==> src/rtl/sdac_pkg.sv <==
package sdac_pkg;
  typedef enum logic [1:0] {
    ST_IDLE  = 2'd0,
    ST_FRAME = 2'd1,
    ST_GAP   = 2'd2
  } sdac_state_e;
endpackage

==> src/rtl/sdac_half_tick.sv <==
module sdac_half_tick #(
  parameter int DIV_W = 8
) (
  input  logic             clk,
  input  logic             rst_n,
  input  logic             run,
  input  logic [DIV_W-1:0] div_q,
  output logic             tick
);
  logic [DIV_W-1:0] cnt;

  assign tick = run && (cnt == div_q);

  always_ff @(posedge clk or negedge rst_n) begin
    if (!rst_n)          cnt <= '0;
    else if (!run)       cnt <= '0;
    else if (cnt == div_q) cnt <= '0;
    else                 cnt <= cnt + 1'b1;
  end

  // the phase count never passes the captured half-period limit
  p_cnt_bound_r4: assert property (@(posedge clk) disable iff (!rst_n)
    cnt <= div_q);
endmodule

==> src/rtl/sdac_shift_reg.sv <==
module sdac_shift_reg #(
  parameter int WORD_W = 16
) (
  input  logic              clk,
  input  logic              rst_n,
  input  logic              load,
  input  logic [WORD_W-1:0] load_word,
  input  logic              shift,
  output logic              msb
);
  logic [WORD_W-1:0] sh;

  always_ff @(posedge clk or negedge rst_n) begin
    if (!rst_n)     sh <= '0;
    else if (load)  sh <= load_word;
    else if (shift) sh <= {sh[WORD_W-2:0], 1'b0};
  end

  assign msb = sh[WORD_W-1];

  // a shift and a load never coincide
  p_load_shift_excl_r5: assert property (@(posedge clk) disable iff (!rst_n)
    !(load && shift));
endmodule

==> src/rtl/sdac_frame_writer.sv <==
module sdac_frame_writer
  import sdac_pkg::*;
#(
  parameter int SAMPLE_W = 14,
  parameter int MODE_W   = 2,
  parameter logic [MODE_W-1:0] MODE_FIELD = '0,
  parameter int DIV_W    = 8
) (
  input  logic                clk,
  input  logic                rst_n,
  input  logic [DIV_W-1:0]    cfg_div,
  input  logic                in_valid,
  output logic                in_ready,
  input  logic [SAMPLE_W-1:0] in_sample,
  output logic                dac_sync_n,
  output logic                dac_sclk,
  output logic                dac_sdata,
  output logic                busy,
  output logic                done
);
  localparam int WORD_W    = MODE_W + SAMPLE_W;
  localparam int LAST_EDGE = 2 * WORD_W - 1;
  localparam int EDGE_W    = $clog2(2 * WORD_W);
  localparam logic [EDGE_W-1:0] LAST_E = EDGE_W'(LAST_EDGE);
  localparam logic [EDGE_W-1:0] GAP_E  = EDGE_W'(1);

  sdac_state_e       state;
  logic [EDGE_W-1:0] edge_cnt;
  logic [DIV_W-1:0]  div_q;
  logic              sclk_q, sync_q, done_q;
  logic              tick, accept, shift_en;
  logic [WORD_W-1:0] word;

  assign word     = {MODE_FIELD, in_sample};
  assign accept   = in_valid && (state == ST_IDLE);
  assign shift_en = (state == ST_FRAME) && tick && !sclk_q && (edge_cnt != LAST_E);

  sdac_half_tick #(.DIV_W(DIV_W)) u_tick (
    .clk   (clk),
    .rst_n (rst_n),
    .run   (state != ST_IDLE),
    .div_q (div_q),
    .tick  (tick)
  );

  sdac_shift_reg #(.WORD_W(WORD_W)) u_shift (
    .clk       (clk),
    .rst_n     (rst_n),
    .load      (accept),
    .load_word (word),
    .shift     (shift_en),
    .msb       (dac_sdata)
  );

  always_ff @(posedge clk or negedge rst_n) begin
    if (!rst_n) begin
      state    <= ST_IDLE;
      edge_cnt <= '0;
      div_q    <= '0;
      sclk_q   <= 1'b1;
      sync_q   <= 1'b1;
      done_q   <= 1'b0;
    end else begin
      done_q <= 1'b0;
      case (state)
        ST_IDLE: if (accept) begin
          state    <= ST_FRAME;
          sync_q   <= 1'b0;
          edge_cnt <= '0;
          div_q    <= cfg_div;
        end
        ST_FRAME: if (tick) begin
          sclk_q <= ~sclk_q;
          if (edge_cnt == LAST_E) begin
            sync_q   <= 1'b1;
            done_q   <= 1'b1;
            state    <= ST_GAP;
            edge_cnt <= '0;
          end else begin
            edge_cnt <= edge_cnt + 1'b1;
          end
        end
        ST_GAP: if (tick) begin
          if (edge_cnt == GAP_E) begin
            state    <= ST_IDLE;
            edge_cnt <= '0;
          end else begin
            edge_cnt <= edge_cnt + 1'b1;
          end
        end
        default: state <= ST_IDLE;
      endcase
    end
  end

  assign dac_sclk   = sclk_q;
  assign dac_sync_n = sync_q;
  assign done       = done_q;
  assign in_ready   = (state == ST_IDLE);
  assign busy       = (state != ST_IDLE);

  // the serial clock rests high outside a frame
  p_sclk_idle_high_r6: assert property (@(posedge clk) disable iff (!rst_n)
    dac_sync_n |-> dac_sclk);
  // data is steady across the converter's capture edge
  p_sdata_stable_fall_r5: assert property (@(posedge clk) disable iff (!rst_n)
    $fell(dac_sclk) |-> $stable(dac_sdata));
  // done marks the latch edge of the frame select
  p_done_at_latch_r8: assert property (@(posedge clk) disable iff (!rst_n)
    done |-> $rose(dac_sync_n));
  p_done_single_r8: assert property (@(posedge clk) disable iff (!rst_n)
    done |=> !done);
  // no acceptance while a frame is open
  p_ready_low_frame_r7: assert property (@(posedge clk) disable iff (!rst_n)
    !dac_sync_n |-> !in_ready);
  // a frame only opens from an accepted handshake
  p_sync_fall_accept_r7: assert property (@(posedge clk) disable iff (!rst_n)
    $fell(dac_sync_n) |-> $past(in_valid && in_ready));
endmodule

==> config.mk <==
export PLATFORM = sky130hd
export DESIGN_NAME = sdac_frame_writer
export DESIGN_NICKNAME = d
export VERILOG_FILES = /design/src/rtl/sdac_pkg.sv /design/src/rtl/sdac_half_tick.sv /design/src/rtl/sdac_shift_reg.sv /design/src/rtl/sdac_frame_writer.sv
export SDC_FILE = /design/constraint.sdc
export NUM_CORES = 1
export LEC_CHECK = 0
export ABC_AREA = 1
export BUFFER_PORTS_ARGS = -buffer_cell sky130_fd_sc_hd__buf_2
export CAP_MARGIN = 20
export CELL_PAD_IN_SITES_DETAIL_PLACEMENT = 0
export CELL_PAD_IN_SITES_GLOBAL_PLACEMENT = 1
export CORE_MARGIN = 2
export CORE_UTILIZATION = 45
export CTS_CLUSTER_DIAMETER = 30
export DETAILED_ROUTE_END_ITERATION = 8
export GPL_ROUTABILITY_DRIVEN = 1
export PLACE_DENSITY_LB_ADDON = 0.2
export REMOVE_ABC_BUFFERS = 1
export SLEW_MARGIN = 30
export SYNTH_ARGS = -nofsm -noshare
export SYNTH_HDL_FRONTEND = slang
export SYNTH_SLANG_ARGS = --single-unit
==> constraint.sdc <==
create_clock -name clk -period 4.3 [get_ports clk]
set_clock_uncertainty 0.15 [all_clocks]
set_input_delay 0.86 -clock clk [delete_from_list [all_inputs] [get_ports clk]]
set_output_delay 0.86 -clock clk [all_outputs]
set_load 0.005 [all_outputs]
==> results.md <==
- RR Endpoint: u_shift.sh[13]
- Post-synthesis async set-or-reset flop share: 100%
- Synth unique cells: 24
- Slowest-stage cell, CP: inv_1
- Worst-Skew Late Latency: 0.29 ns
- Synthesized area per cell: 7.72 sq um
- CP cell instances: inv_1 -> ha_1 -> nand2_1 -> buf_4 -> inv_1 -> nor2_1 -> nand4_1 -> nand3_1
- Synth warn: 0
- Share of Yosys cell area claimed by the top area cell type: a little under half
- Status: completed
- Hold Path Stages: 2
- Number of enable flip-flop cells after synthesis: 0
- GP Congestion: 0.826
- Clock Power Share: between 30% and 40%
- Pwr/cell area: about 260 nW/um^2
- RSZ-0062 raised after global routing: false
- Gr ovfl total: 0
- HPWL after DPL: 2950 um
- CTS root buf: clkbuf_8
- Top delay family on crit path: buffers and inverters
- Global-route wire length before repair: a little over 7000 um
- Top cells by area, synth: dfrtp_1 45%, nand2_1 20%, nand3_1 5.6%
- Post-CTS Setup Inserts: 0
- Slew @ Worst Pin: around 0.9 ns
- CTS Buf Count: 5
- Slowest stage delay, CP: between 0.6 and 0.7 ns
- Worst path bufs/invs: 3
- Primary flip-flop cell chosen by synthesis mapping: dfrtp_1
- Routed Antenna Nets: 0
- Finished Cell Area: between 2000 and 2500 sq um
- Core area: ~4700 sq um
- Antenna cells: 0
- Net switching power: ~140 uW
- PortBufs: 30
- Hold Startpoint: dac_sync_n
- Worst r2r path cells: 8
- Critical Path Most Common Cell: inv_1
- I/O pin count: 31
- Die Area: between 5000 and 6000 sq um
- Pin count of the biggest net entering global routing: 43
- Via-to-Cell Ratio: 4.61
- Num rows: 25
- Dominant cell type by area after synthesis: dfrtp_1
- CTS tree: yes
- Crit. Startpoint: state[0]
- Drt first pass iters: 4
- Reg-to-Reg Start: state[0]
- Critical path type: reg2reg
- Final hold slack: approximately 0.31 ns
- Clock tree sinks: 42
- Setup TNS: 0 ns
- Synth Register Bits: 42
- Vias in the first global route: roughly 1.6k
- Peak supply drop: roughly 0.00011 V
- Max-Cap Viols: 0
- Final Critical Period: around 2.3 ns
- Static leakage: 0.00139 uW
- Layout cells sized above 1: between 10% and 20%
- Layout area overhead: 12.5%
- CP max FO: 30
- Worst hold-check path type: reg2reg
- Antenna violations before repair: 0
- Gate power share: approximately 2.8%
- Cells after Synth: approximately 290
- Fin. max-slew vios: 0
- Nets: ~350
- First DRT Iteration DRCs: between 80 and 90
- Drc violations: 0
- Pint: between 500 and 600 uW
- Final setup vio count: 0
- Final hold viol count: 0
- Final period util: about 54%
- Relative slew slack: about two fifths
- Clk slew on worst S/H paths: approximately 0.070 ns
- WHS Endpoint: dac_sync_n
- H-tree Lvls: 2
- Area after DPL: roughly 2400 sq um
- Sw Ratio: 21.5%
- Height of the die: 74.2 um
- Synthesized area: 2220 sq um
- Sequential fraction of the synthesis area: around 48%
- Initial Utilization: between 40 and 50%
- Max Root-Sink Buffers: 2
- CP required: between 4 and 5 ns
- Reg2reg setup slack: around 2.0 ns
- DR vias: around 1.8k
- Post-Route WL: between 4000 and 5000 um
- Hold buffers post-CTS: 0
- CTS-repair resized insts: 0
- Horiz. Die Dim: about 74 um
- CP Launch Type: flip-flop
- Peak Freq: ~430 MHz
- GRT Util Overall: between 10% and 20%
- Part of the power in registers: 60.3%
- CP arrival: roughly 2.4 ns
- Critical path capture point type: flip-flop
- Mean routed wirelength per cell: between 10 and 15 um
metal layers:
layer | wire length [um] | up-vias | share of wire [%] | GRT usage, %
met1 | 2160 | 783 | 50 | 23.6
met5 | 0 | - | 0 | 0
met4 | 48 | 0 | 1.1 | 6.06
met2 | 1930 | 38 | 44 | 26.9
li1 | - | 945 | - | -
met3 | 199 | 5 | 4.6 | 4.74
stage by stage:
stage	power, uW	cells	setup slack [ns]	utilization [%]
after floorplan	403	279	1.85	-
after global placement	422	377	1.79	51.1
after detailed placement	422	377	1.77	51.2
after CTS	664	384	1.94	52.8
after global routing	680	384	1.74	52.8
final	655	384	1.96	52.8
worst reg2reg max path: cells and delay by family (launching register included):
family                   cells  cell delay, ns
adder cells (fa/ha/maj)      1            0.23
buffers and inverters        3            1.04
flip-flops                   1            0.40
AND/OR/NAND/NOR              4            0.40
flip-flops by register name (all words and copies together), names as in the netlist:
register	flops
u_shift.sh	16
div_q	8
u_tick.cnt	8
edge_cnt	5
state	2
dac_sclk	1
dac_sync_n	1
done	1
placed cells by master, fill, tap and decap left out:
cell,netlist,final
nand2_1,119,119
dfrtp_1,40,40
buf_2,1,29
inv_1,28,28
nand3_1,25,25
nor2_1,18,18
o21ai_0,14,14
ha_1,9,9
xnor2_1,5,5
xor2_1,5,5
clkbuf_8,0,5
nor3_1,3,3
nand4_1,3,3
nor2_2,2,2
clkbuf_1,4,2
dfstp_2,2,2
buf_4,1,2
a31oi_1,1,1
nand3_2,1,1
nor2_4,1,1
nand3_4,1,1
nand2_2,1,1
o21a_1,1,1
logic make-up (layout without fill, tap and decap cells):
group / after synthesis / count (layout) / synth area share [%]
DFF: 42 / 42 / 47.5
buffers and inverters: 36 / 66 / 6.66
adders and majority gates: 9 / 9 / 5.08
xor gates and xnor gates: 10 / 10 / 3.95
AOI/OAI and AO/OA: 16 / 16 / 3.78
and+or+nand+nor: 174 / 174 / 33.0
final cells by class:
cell class / instances / area (sq um)
Timing Repair Buffer: 31 / 160
Fill cell: 500 / 2230
Multi-Input combinational cell: 209 / 1010
Sequential cell: 42 / 1050
Tap cell: 67 / 83.8
Clock buffer: 7 / 76.3
Inverter: 28 / 105
power groups by stage:
stage               Sequential, uW  Combinational (uW)  Clock (uW)
global placement               402                19.7           0
global route                   395                21.5         264
finish                         395                18.4         242
CTS                            395                19.4         250
detailed placement             402                19.4           0
floorplan                      403            0.000340           0
worst max path at each step:
stage | cells after the start | end
after floorplan | 5 | u_shift.sh[13]
after global placement | 7 | u_shift.sh[13]
after detailed placement | 7 | u_shift.sh[13]
after CTS | 8 | u_shift.sh[13]
after global routing | 8 | u_shift.sh[13]
final | 8 | u_shift.sh[13]
cell usage after synthesis (2+ instances only):
master / number
nor3_1: 3
ha_1: 9
nor2_2: 2
nand4_1: 3
clkbuf_1: 4
nor2_1: 18
inv_1: 28
dfrtp_1: 40
nand2_1: 119
xnor2_1: 5
nand3_1: 25
xor2_1: 5
dfstp_2: 2
o21ai_0: 14
Power figures use the tool's default switching activity.
